### src/rtl/rtc_pkg.sv
package rtc_pkg;

    typedef logic [7:0][7:0] rtc_bank_t;

    typedef enum logic [1:0] {
        PORT_IDLE,
        PORT_OPEN,
        PORT_LOCK
    } port_state_e;

    localparam logic [2:0] A_SEC  = 3'd0;
    localparam logic [2:0] A_MIN  = 3'd1;
    localparam logic [2:0] A_HOUR = 3'd2;
    localparam logic [2:0] A_DOW  = 3'd3;
    localparam logic [2:0] A_DATE = 3'd4;
    localparam logic [2:0] A_MON  = 3'd5;
    localparam logic [2:0] A_YEAR = 3'd6;
    localparam logic [2:0] A_CTL  = 3'd7;

    // BCD increment of a two-digit value (no wrap handling)
    function automatic logic [7:0] bcd_inc(input logic [7:0] v);
        if (v[3:0] == 4'd9)
            return {v[7:4] + 4'd1, 4'd0};
        else
            return {v[7:4], v[3:0] + 4'd1};
    endfunction

    // Two-digit BCD year divisible by four
    function automatic logic yr_is_leap(input logic [7:0] yr);
        if (yr[4] == 1'b0)
            return (yr[3:0] == 4'd0) || (yr[3:0] == 4'd4) || (yr[3:0] == 4'd8);
        else
            return (yr[3:0] == 4'd2) || (yr[3:0] == 4'd6);
    endfunction

    // Last date of a BCD month
    function automatic logic [5:0] month_end(input logic [4:0] mon, input logic [7:0] yr);
        case (mon)
            5'h02:                      return yr_is_leap(yr) ? 6'h29 : 6'h28;
            5'h04, 5'h06, 5'h09, 5'h11: return 6'h30;
            default:                    return 6'h31;
        endcase
    endfunction

endpackage

### src/rtl/rtc_prescaler.sv
module rtc_prescaler #(
    parameter int unsigned FINE_DIV     = 256,
    parameter int unsigned COARSE_DIV   = 128,
    parameter int unsigned CAL_PERIOD_S = 64
) (
    input  logic       clk,
    input  logic       rst_n,
    input  logic       osc_tick,
    input  logic       run,
    input  logic       clr,
    input  logic       cal_sign,
    input  logic [4:0] cal_mag,
    output logic       sec_tick,
    output logic       sq
);
    localparam int unsigned FW     = (FINE_DIV > 2) ? $clog2(FINE_DIV) : 1;
    localparam int unsigned CW     = $clog2(COARSE_DIV + 2);
    localparam int unsigned SW     = (CAL_PERIOD_S > 2) ? $clog2(CAL_PERIOD_S) : 1;
    localparam int unsigned SLOT_S = (CAL_PERIOD_S >= 32) ? CAL_PERIOD_S / 32 : 1;

    logic [FW-1:0] fine;
    logic [CW-1:0] coarse;
    logic [SW-1:0] cal_sec;
    logic          cor_done;

    logic          fine_wrap;
    logic          apply_cor;
    logic [1:0]    inc;
    logic [CW-1:0] sum;
    logic          sum_wrap;
    logic [SW-1:0] cal_sec_n;
    logic [SW-1:0] slot;

    always_comb begin
        fine_wrap = (fine == FW'(FINE_DIV - 1));
        slot      = cal_sec / SW'(SLOT_S);
        apply_cor = !cor_done && (32'(slot) < 32'(cal_mag));
        if (apply_cor)
            inc = cal_sign ? 2'd2 : 2'd0;
        else
            inc = 2'd1;
        sum       = coarse + CW'(inc);
        sum_wrap  = (sum >= CW'(COARSE_DIV));
        cal_sec_n = (cal_sec == SW'(CAL_PERIOD_S - 1)) ? '0 : cal_sec + SW'(1);
    end

    always_ff @(posedge clk or negedge rst_n) begin
        if (!rst_n) begin
            fine     <= '0;
            coarse   <= '0;
            cal_sec  <= '0;
            cor_done <= 1'b0;
            sec_tick <= 1'b0;
            sq       <= 1'b0;
        end else begin
            sec_tick <= 1'b0;
            if (clr) begin
                fine     <= '0;
                coarse   <= '0;
                cal_sec  <= '0;
                cor_done <= 1'b0;
            end else if (osc_tick && run) begin
                if (fine_wrap) begin
                    fine <= '0;
                    sq   <= ~sq;
                    if (apply_cor)
                        cor_done <= 1'b1;
                    if (sum_wrap) begin
                        coarse   <= sum - CW'(COARSE_DIV);
                        sec_tick <= 1'b1;
                        cal_sec  <= cal_sec_n;
                        if ((32'(cal_sec_n) % SLOT_S) == 0)
                            cor_done <= 1'b0;
                    end else begin
                        coarse <= sum;
                    end
                end else begin
                    fine <= fine + FW'(1);
                end
            end
        end
    end

endmodule

### src/rtl/rtc_calendar.sv
module rtc_calendar
    import rtc_pkg::*;
(
    input  logic       clk,
    input  logic       rst_n,
    input  logic       sec_tick,
    input  logic       wr_en,
    input  logic [2:0] wr_addr,
    input  logic [7:0] wr_data,
    output rtc_bank_t  bank,
    output logic       sec_wr
);
    logic       stop, n_stop;
    logic [6:0] sec,  n_sec;
    logic [6:0] min,  n_min;
    logic [5:0] hr,   n_hr;
    logic       ceb,  n_ceb;
    logic       cb,   n_cb;
    logic [2:0] dow,  n_dow;
    logic [5:0] date, n_date;
    logic [4:0] mon,  n_mon;
    logic [7:0] yr,   n_yr;
    logic [7:0] ctl,  n_ctl;

    always_comb begin
        n_stop = stop; n_sec = sec; n_min = min; n_hr = hr; n_ceb = ceb;
        n_cb = cb; n_dow = dow; n_date = date; n_mon = mon; n_yr = yr; n_ctl = ctl;
        if (sec_tick) begin
            if (sec == 7'h59) begin
                n_sec = 7'h00;
                if (min == 7'h59) begin
                    n_min = 7'h00;
                    if (hr == 6'h23) begin
                        n_hr  = 6'h00;
                        n_dow = (dow == 3'd7) ? 3'd1 : dow + 3'd1;
                        if (date == month_end(mon, yr)) begin
                            n_date = 6'h01;
                            if (mon == 5'h12) begin
                                n_mon = 5'h01;
                                if (yr == 8'h99) begin
                                    n_yr = 8'h00;
                                    if (ceb)
                                        n_cb = ~cb;
                                end else begin
                                    n_yr = bcd_inc(yr);
                                end
                            end else begin
                                n_mon = 5'(bcd_inc({3'b000, mon}));
                            end
                        end else begin
                            n_date = 6'(bcd_inc({2'b00, date}));
                        end
                    end else begin
                        n_hr = 6'(bcd_inc({2'b00, hr}));
                    end
                end else begin
                    n_min = 7'(bcd_inc({1'b0, min}));
                end
            end else begin
                n_sec = 7'(bcd_inc({1'b0, sec}));
            end
        end
        if (wr_en) begin
            unique case (wr_addr)
                A_SEC:  begin n_stop = wr_data[7]; n_sec = wr_data[6:0]; end
                A_MIN:  n_min = wr_data[6:0];
                A_HOUR: begin n_ceb = wr_data[7]; n_cb = wr_data[6]; n_hr = wr_data[5:0]; end
                A_DOW:  n_dow = wr_data[2:0];
                A_DATE: n_date = wr_data[5:0];
                A_MON:  n_mon = wr_data[4:0];
                A_YEAR: n_yr = wr_data;
                A_CTL:  n_ctl = wr_data;
            endcase
        end
    end

    always_ff @(posedge clk or negedge rst_n) begin
        if (!rst_n) begin
            stop <= 1'b0; sec <= 7'h00; min <= 7'h00; hr <= 6'h00;
            ceb <= 1'b0; cb <= 1'b0; dow <= 3'd1; date <= 6'h01;
            mon <= 5'h01; yr <= 8'h00; ctl <= 8'h80;
        end else begin
            stop <= n_stop; sec <= n_sec; min <= n_min; hr <= n_hr;
            ceb <= n_ceb; cb <= n_cb; dow <= n_dow; date <= n_date;
            mon <= n_mon; yr <= n_yr; ctl <= n_ctl;
        end
    end

    assign sec_wr  = wr_en && (wr_addr == A_SEC);
    assign bank[0] = {stop, sec};
    assign bank[1] = {1'b0, min};
    assign bank[2] = {ceb, cb, hr};
    assign bank[3] = {5'b00000, dow};
    assign bank[4] = {2'b00, date};
    assign bank[5] = {3'b000, mon};
    assign bank[6] = yr;
    assign bank[7] = ctl;

endmodule

### src/rtl/rtc_regport.sv
module rtc_regport
    import rtc_pkg::*;
(
    input  logic       clk,
    input  logic       rst_n,
    input  logic       pwr_good,
    input  logic       acc_start,
    input  logic       acc_load,
    input  logic [2:0] acc_addr,
    input  logic       acc_rd,
    input  logic       acc_wr,
    input  logic [7:0] acc_wdata,
    input  rtc_bank_t  bank,
    output logic       wr_en,
    output logic [2:0] wr_addr,
    output logic [7:0] wr_data,
    output logic [7:0] rdata,
    output logic [2:0] addr
);
    port_state_e state, state_n;
    rtc_bank_t   snap;
    logic        take_start;
    logic        do_rd;

    always_ff @(posedge clk or negedge rst_n) begin
        if (!rst_n)
            state <= PORT_IDLE;
        else
            state <= state_n;
    end

    always_comb begin
        state_n    = state;
        take_start = 1'b0;
        wr_en      = 1'b0;
        do_rd      = 1'b0;
        unique case (state)
            PORT_IDLE: begin
                if (!pwr_good) begin
                    state_n = PORT_LOCK;
                end else if (acc_start) begin
                    state_n    = PORT_OPEN;
                    take_start = 1'b1;
                end
            end
            PORT_OPEN: begin
                if (!pwr_good) begin
                    state_n = PORT_LOCK;
                end else if (acc_start) begin
                    take_start = 1'b1;
                end else begin
                    wr_en = acc_wr;
                    do_rd = acc_rd && !acc_wr;
                end
            end
            PORT_LOCK: begin
                if (pwr_good)
                    state_n = PORT_IDLE;
            end
            default: state_n = PORT_IDLE;
        endcase
    end

    always_ff @(posedge clk or negedge rst_n) begin
        if (!rst_n) begin
            addr  <= 3'd0;
            snap  <= '0;
            rdata <= 8'h00;
        end else begin
            if (!pwr_good)
                addr <= 3'd0;
            else if (take_start && acc_load)
                addr <= acc_addr;
            else if (wr_en || do_rd)
                addr <= addr + 3'd1;
            if (take_start)
                snap <= bank;
            if (do_rd)
                rdata <= snap[addr];
        end
    end

    assign wr_addr = addr;
    assign wr_data = acc_wdata;

endmodule

### src/rtl/rtc_cal_core.sv
module rtc_cal_core
    import rtc_pkg::*;
#(
    parameter int unsigned FINE_DIV     = 256,
    parameter int unsigned COARSE_DIV   = 128,
    parameter int unsigned CAL_PERIOD_S = 64
) (
    input  logic       clk,
    input  logic       rst_n,
    input  logic       osc_tick,
    input  logic       pwr_good,
    input  logic       acc_start,
    input  logic       acc_load,
    input  logic [2:0] acc_addr,
    input  logic       acc_rd,
    input  logic       acc_wr,
    input  logic [7:0] acc_wdata,
    output logic [7:0] acc_rdata,
    output logic       freq_out
);
    rtc_bank_t  bank;
    logic       port_wr;
    logic [2:0] port_wr_addr;
    logic [7:0] port_wr_data;
    logic [2:0] port_addr;
    logic       sec_wr;
    logic       sec_tick;
    logic       sq;
    logic       stop_bit;
    logic [7:0] ctl;
    logic [6:0] sec_bcd;
    logic [7:0] yr_bcd;
    logic       ceb_bit;
    logic       cb_bit;

    assign stop_bit = bank[0][7];
    assign ctl      = bank[7];
    assign sec_bcd  = bank[0][6:0];
    assign yr_bcd   = bank[6];
    assign ceb_bit  = bank[2][7];
    assign cb_bit   = bank[2][6];

    rtc_prescaler #(
        .FINE_DIV     (FINE_DIV),
        .COARSE_DIV   (COARSE_DIV),
        .CAL_PERIOD_S (CAL_PERIOD_S)
    ) u_pre (
        .clk      (clk),
        .rst_n    (rst_n),
        .osc_tick (osc_tick),
        .run      (!stop_bit),
        .clr      (sec_wr),
        .cal_sign (ctl[5]),
        .cal_mag  (ctl[4:0]),
        .sec_tick (sec_tick),
        .sq       (sq)
    );

    rtc_calendar u_cal (
        .clk      (clk),
        .rst_n    (rst_n),
        .sec_tick (sec_tick),
        .wr_en    (port_wr),
        .wr_addr  (port_wr_addr),
        .wr_data  (port_wr_data),
        .bank     (bank),
        .sec_wr   (sec_wr)
    );

    rtc_regport u_port (
        .clk       (clk),
        .rst_n     (rst_n),
        .pwr_good  (pwr_good),
        .acc_start (acc_start),
        .acc_load  (acc_load),
        .acc_addr  (acc_addr),
        .acc_rd    (acc_rd),
        .acc_wr    (acc_wr),
        .acc_wdata (acc_wdata),
        .bank      (bank),
        .wr_en     (port_wr),
        .wr_addr   (port_wr_addr),
        .wr_data   (port_wr_data),
        .rdata     (acc_rdata),
        .addr      (port_addr)
    );

    assign freq_out = (ctl[6] && !stop_bit) ? sq : ctl[7];

endmodule

### config.mk
export PLATFORM = sky130hd
export DESIGN_NAME = rtc_cal_core
export DESIGN_NICKNAME = d
export VERILOG_FILES = /design/src/rtl/rtc_pkg.sv /design/src/rtl/rtc_prescaler.sv /design/src/rtl/rtc_calendar.sv /design/src/rtl/rtc_regport.sv /design/src/rtl/rtc_cal_core.sv
export SDC_FILE = /design/constraint.sdc
export NUM_CORES = 1
export LEC_CHECK = 0
export CORE_AREA = 8 8 127 129
export CTS_BUF_LIST = sky130_fd_sc_hd__clkbuf_4 sky130_fd_sc_hd__clkbuf_8 sky130_fd_sc_hd__clkbuf_16
export CTS_CLUSTER_DIAMETER = 50
export CTS_CLUSTER_SIZE = 14
export DETAILED_ROUTE_END_ITERATION = 8
export DIE_AREA = 0 0 135 137
export PLACE_DENSITY = 0.86
export REMOVE_ABC_BUFFERS = 1
export SLEW_MARGIN = 20
export SYNTH_ARGS = -nofsm -noshare
export SYNTH_HDL_FRONTEND = slang
export SYNTH_SLANG_ARGS = --single-unit
### constraint.sdc
create_clock -name clk -period 3.4 [get_ports clk]
set_clock_uncertainty 0.05 [all_clocks]
set_input_delay 1.02 -clock clk [delete_from_list [all_inputs] [get_ports clk]]
set_output_delay 1.02 -clock clk [all_outputs]
set_load 0.1 [all_outputs]
==> After elaboration in Yosys (flattened, before gate mapping) <==
Index checks and enable logic that the tools add are counted.
{ "op_classes": {"add_sub_neg": 18, "bitwise_logic": 3, "order_cmp": 3, "muxes": 118, "n_eq_ne": 37, "n_reduce_logical": 29} }
{ "ops": {"columns": ["operator", "count"], "rows": [
  ["6-bit two-way mux", 24],
  ["8-bit two-way mux", 18],
  ["7-bit two-way mux", 11],
  ["5-bit two-way mux", 9],
  ["1-bit two-way mux", 37],
  ["32-bit zero test", 1],
  ["3-bit two-way mux", 10],
  ["4-bit by 1-bit adder with 4-bit output, second input constant", 7],
  ["4-bit == test, second input constant", 7],
  ["8-bit binary-select mux with 3-bit select", 1],
  ["8-bit == test, second input constant", 2],
  ["3-bit == test, second input constant", 5],
  ["7-bit == test, second input constant", 2],
  ["3-bit by 1-bit adder with 3-bit output, second input constant", 4],
  ["6-bit == test, second input constant", 2],
  ["2-bit two-way mux", 6],
  ["6-bit case mux with 2 select lines", 1],
  ["5-bit by 3-bit == test with 1-bit output, second input constant", 2],
  ["5-bit == test, second input constant", 2],
  ["3-bit AND reduction", 3],
  ["8-bit by 1-bit adder with 8-bit output, second input constant", 1],
  ["8-bit by 2-bit adder with 8-bit output", 1],
  ["4-bit by 3-bit == test with 1-bit output, second input constant", 2],
  ["8-bit >= comparator, second input constant", 1],
  ["other kinds (29)", 49]
]} }
{ "word_totals": {"word_cells": 236, "in_bits": 19, "register_bits": 144, "output_inout_bits": 9} }

==> Longest topological paths before layout <==
{ "depth": {"word_depth": 23, "depth_mapped": 15, "ltp_nobuf": 14} }

==> Cells and area by module <==
A second synthesis with hierarchy kept.
{ "hier_totals": {"hier_cells": 799, "hier_area_um2": 8513.2} }
{ "by_module_without_submodules": {"columns": ["module", "area_each_um2", "cells_each", "seq_area_each_um2", "instances"], "rows": [
  ["rtc_regport", 3573.4, 260, 1926.8, 1],
  ["rtc_calendar", 3507.1, 395, 1331.3, 1],
  ["rtc_prescaler", 1407.6, 141, 625.6, 1],
  ["rtc_cal_core", 25.0, 3, 0.0, 1]
]} }

==> Worst setup path before layout <==
No wires, ideal clock.
{ "synth_timing": {"kind": "reg2reg", "start": "reg u_pre.cal_sec[2]", "end": "reg u_pre.cal_sec[5]", "slack_ns": 0.034, "path_stages_with_launch": 14, "synth_period_minus_slack_ns": 3.366, "setup_ns": 0.078, "required_time_ns": 3.272, "n_path_buf": 1, "arrival_time_ns": 3.238, "path_cell_list": "dfrtp_1 > ha_1 > a21o_1 > a21o_1 > a21o_1 > a21o_1 > nor3b_1 > ha_1 > a21oi_1 > o31a_1 > o21ai_1 > clkbuf_1 > or4b_1 > a21oi_1"} }
{ "synth_via": {"elab_chain_cells": 7, "elab_cells_between_ends": 14, "cone_classes": "add/sub (2); order compare (2); eq/ne (1); mux (6); reduce/logical (3)"} }
{ "synth_rtl": {"columns": ["item", "line_no", "text"], "rows": [
  ["start: declaration", "rtc_prescaler.sv:23", "logic [SW-1:0] cal_sec;"],
  ["start signal: assignment", "rtc_prescaler.sv:71", "cal_sec <= cal_sec_n;"],
  ["5-bit less-than comparator", "rtc_prescaler.sv:37", "apply_cor = !cor_done && (32'(slot) < 32'(cal_mag));"],
  ["1-bit logical AND", "rtc_prescaler.sv:37", null],
  ["2-bit two-way mux", "rtc_prescaler.sv:38", "if (apply_cor)"],
  ["8-bit by 2-bit adder with 8-bit output", "rtc_prescaler.sv:42", "sum = coarse + CW'(inc);"],
  ["8-bit >= comparator", "rtc_prescaler.sv:43", "sum_wrap = (sum >= CW'(COARSE_DIV));"],
  ["2-bit nonzero test (no line)", null, null],
  ["3-bit AND reduction (no line)", null, null]
]} }
Parallel ways exist; a longest one is shown, timed or not. The select of a mux whose other input is x is not followed.
A chain may end at the register's enable or synchronous reset.

==> Worst setup path after layout <==
{ "layout_timing": {"start": "reg u_cal.ctl[1]", "end": "reg u_pre.cal_sec[3]"} }
{ "layout_via": {"elab_chain_cells": 7} }
{ "layout_rtl": {"columns": ["item", "line_no", "text"], "rows": [
  ["start: declaration", "rtc_calendar.sv:23", "logic [7:0] ctl, n_ctl;"],
  ["start signal: assignment", "rtc_calendar.sv:85", "mon <= n_mon; yr <= n_yr; ctl <= n_ctl;"],
  ["5-bit less-than comparator", "rtc_prescaler.sv:37", null],
  ["1-bit logical AND", "rtc_prescaler.sv:37", null],
  ["2-bit two-way mux", "rtc_prescaler.sv:38", null],
  ["8-bit by 2-bit adder with 8-bit output", "rtc_prescaler.sv:42", null],
  ["8-bit >= comparator", "rtc_prescaler.sv:43", null],
  ["2-bit nonzero test (no line)", null, null],
  ["3-bit AND reduction (no line)", null, null]
]} }
Every way passes these cells.

==> results.md <==
- Pre-antenna DRT Iters: 8
- Total track usage: 20.3%
- Total Power: 4.20 mW
- Mapped cell area: 7620 sq um
- Outcome: finished clean
- Fmax: 0.309 GHz
- Sequential Power Share: 46.3%
- Vias in the first global route: 5888
- Worst setup SP type: register
- Area grow syn2layout: 14.6%
- Pwr/cell area: 480 nW/um^2
- Core Area: 14200 sq um
- Leakage power total: 3.76 nW
- Total I/O pin count: 28
- Die width: 135 um
- Clk slew on worst S/H paths: 0.05 ns
- Fillers: 1109
- Number of synthesized flops with an enable pin: 0
- Worst path max stage delay: 0.52 ns
- First-pass GRT wire length: 29500 um
- Routability congestion estimate: 0.925
- Number of remaining DRC errors: 0
- Clock power share: 42.5%
- CTS root buffer: clkbuf_16
- Worst Path Required: 3.69 ns
- Crit path DAT: 3.53 ns
- Final min period: 3.24 ns
- Pint: 3.09 mW
- Min-Delay Startpoint: u_pre.sq
- Gr ovfl total: 0
- Post-Route WL: 18000 um
- Setup crit end kind: register
- H-tree depth: 4
- Crit-path max FO: 5
- Largest family of logic cells by synthesized area: simple AND/OR/NAND/NOR gates
- Crit path buffers/inverters: 1
- Worst reg-to-reg setup slack: 0.16 ns
- Total setup buffers inserted after CTS: 0
- Starting Density: 53.7%
- Average vias per placed instance: 5.96
- WHS Endpoint: u_pre.sq
- Final Max Slew Viols: 0
- Final net count: 842
- Relative slew slack: 55.7%
- Max Cap Violations: 0
- Simple-gate portion of the synthesized area: 17.6%
- Hold depth: 1
- Initial DRC count: 426
- CTS sink count: 144
- Longest Clk Path Bufs: 2
- Post-Synth Adder-Cell Area: 5.35%
- Post-DRT Antenna Nets: 0
- Family with the most delay on the worst path: compound AO/OA/AOI/OAI gates
- Worst path most repeated cell: a21o_1
- Critical-path cell list: inv_1 -> ha_1 -> a21o_1 -> a21o_1 -> a21o_1 -> a21o_1 -> or2_2 -> ha_1 -> a21oi_2 -> o31a_1 -> o21ai_2 -> or4_1 -> a21oi_1
- Sw power: 1.10 mW
- Layout Utilization: 61.5%
- Detailed Place HPWL: 12300 um
- Die area: 18500 sq um
- Slew @ Worst Pin: 0.664 ns
- Critical path class: register to register
- Logic pwr share: 11.2%
- Final setup fails: 0
- Clock Latency Late Sink: 0.42 ns
- Syn. warnings: 0
- Initial antenna violation count: 0
- Setup slack after placement: -0.0440 ns
- Critical path depth in cells: 13
- Register area share after synthesis: 47.3%
- Worst r2r src: u_cal.ctl[1]
- Worst min path class: register to register
- Fin crit share: 95.3%
- Synth Area in Compound Gates: 12.1%
- # rows: 44
- Die Span Y: 137 um
- TritonCTS Buffers: 17
- Number of synthesized register bits: 144
- Mux contribution to synthesized area: 12.0%
- Max rail drop VDD: 0.000411 V
- Worst path slowest cell: or4_1
- Share of layout cells above drive strength 1: 17.3%
- Most frequent cells in the layout: dfrtp_1, nand2_1, nor2_1, o21ai_0, mux2_2
- Antenna Cells: 0
- Drt wl/cell: 18.2 um
- Pin count of the biggest net entering global routing: 71
- Ys async rst share: 100%
- Post-Synthesis Cells: 758
- Leading cell type in the layout, fill and taps excluded: dfrtp_1
- Routed via count: 5885
- CTS tree: yes
- Xor and xnor area share after synthesis: 2.53%
- Final WS setup: 0.159 ns
- Count of final hold-check violations: 0
- Post-synth top flop: dfrtp_1
- FF-to-FF path depth: 13
- Count of cell types in the netlist: 69
- Syn_area_per_cell: 10.1 sq um
- Net Sw Frac: 26.2%
- PortBufs: 27
- FF-to-FF End: u_pre.cal_sec[3]
## how the worst max path moves through the flow
stage               slack [ns]              from          endpoint
finish                    0.16      u_cal.ctl[1]  u_pre.cal_sec[3]
global route             -0.05      u_cal.ctl[1]  u_pre.cal_sec[5]
CTS                       0.06      u_cal.ctl[1]  u_pre.cal_sec[3]
detailed placement       -0.04          pwr_good       u_cal.yr[3]
global placement          0.07          pwr_good       u_cal.yr[7]
floorplan                 0.07  u_pre.cal_sec[2]  u_pre.cal_sec[3]
## stage by stage
step           cell area [sq um]  std cells  TNS [ns]  hold slack (ns)
2_1_floorplan               7500        726         0            0.377
3_3_place_gp                8150        956         0            0.402
3_5_place_dp                8150        956    -0.182            0.411
4_1_cts                     8720        988         0            0.423
5_1_grt                     8740        988   -0.0815            0.448
6_report                    8740        988         0            0.415
## cell families after synthesis
kind of cell | after synthesis
AO/OA/AOI/OAI | 152
XOR/XNOR | 22
adder cells (fa/ha/maj) | 32
buffers and inverters | 64
flip-flops | 144
multiplexers | 75
AND/OR/NAND/NOR | 269
## cell type report
| class | instances | area [sq um] | area share (%) |
|---|---|---|---|
| multi-input combinational | 550 | 3790 | 43.4 |
| sequential | 144 | 3610 | 41.3 |
| clock buffer | 22 | 482 | 5.51 |
| timing repair buffer | 46 | 417 | 4.77 |
| tap | 184 | 230 | 2.64 |
| inverter | 32 | 120 | 1.37 |
| clock inverter | 10 | 86.3 | 0.988 |
## sequential cells by signal, summed over array words and instances (netlist names), 2 cells and up
| signal | count |
|---|---|
| u_port.addr | 3 |
| u_pre.coarse | 8 |
| u_port.state | 2 |
| u_pre.cal_sec | 6 |
| u_cal.dow | 3 |
| u_pre.fine | 8 |
| u_cal.ctl | 8 |
| u_cal.yr | 8 |
| u_cal.date | 6 |
| u_cal.sec | 7 |
| u_cal.hr | 6 |
| u_cal.mon | 5 |
| u_port.rdata | 8 |
| u_cal.min | 7 |
| u_port.snap | 53 |
## routing by layer
layer	vias up	global-route usage [%]	routed length [um]
met4	0	8.51	503
met5	-	0	0
met1	2911	24.3	7560
met2	158	34.7	8970
li1	2765	-	-
met3	51	4.70	975
## synthesized netlist by cell type (6+ instances only)
library cell | number | area (sq um)
ha_1 | 31 | 388
xor2_1 | 8 | 70.1
a21oi_1 | 32 | 160
o21ai_1 | 11 | 55.1
or3_1 | 7 | 43.8
o21ai_0 | 51 | 255
inv_1 | 30 | 113
and3_1 | 10 | 62.6
xnor2_1 | 14 | 123
buf_1 | 6 | 22.5
or4_1 | 6 | 45.0
nor2b_1 | 9 | 56.3
mux2i_1 | 17 | 170
mux2_2 | 50 | 563
nor2_1 | 59 | 221
nand3_1 | 18 | 90.1
o31ai_1 | 7 | 52.6
nor3_1 | 14 | 70.1
a31oi_1 | 12 | 75.1
mux4_2 | 8 | 180
nand4_1 | 7 | 43.8
dfrtp_1 | 140 | 3500
clkbuf_1 | 24 | 90.1
nand2b_1 | 6 | 37.5
nand2_1 | 99 | 372
## what timing repair did
action / in CTS / in global routing
hold endpoints to repair: 0 / 0
endpoints found under the setup margin: 1 / 6
hold buffers: 0 / 0
pin swaps: 0 / 2
gates resized for setup: 1 / 3
## power groups by stage
| stage | Combinational (mW) | Sequential, mW | Clock [mW] |
|---|---|---|---|
| after detailed placement | 0.469 | 1.97 | 0 |
| after CTS | 0.474 | 1.94 | 1.80 |
| after global placement | 0.454 | 1.96 | 0 |
| final | 0.470 | 1.94 | 1.78 |
| after global routing | 0.521 | 1.96 | 1.89 |
| after floorplan | 0.243 | 2.02 | 0 |
No activity file was read; power rests on OpenSTA's default activity.
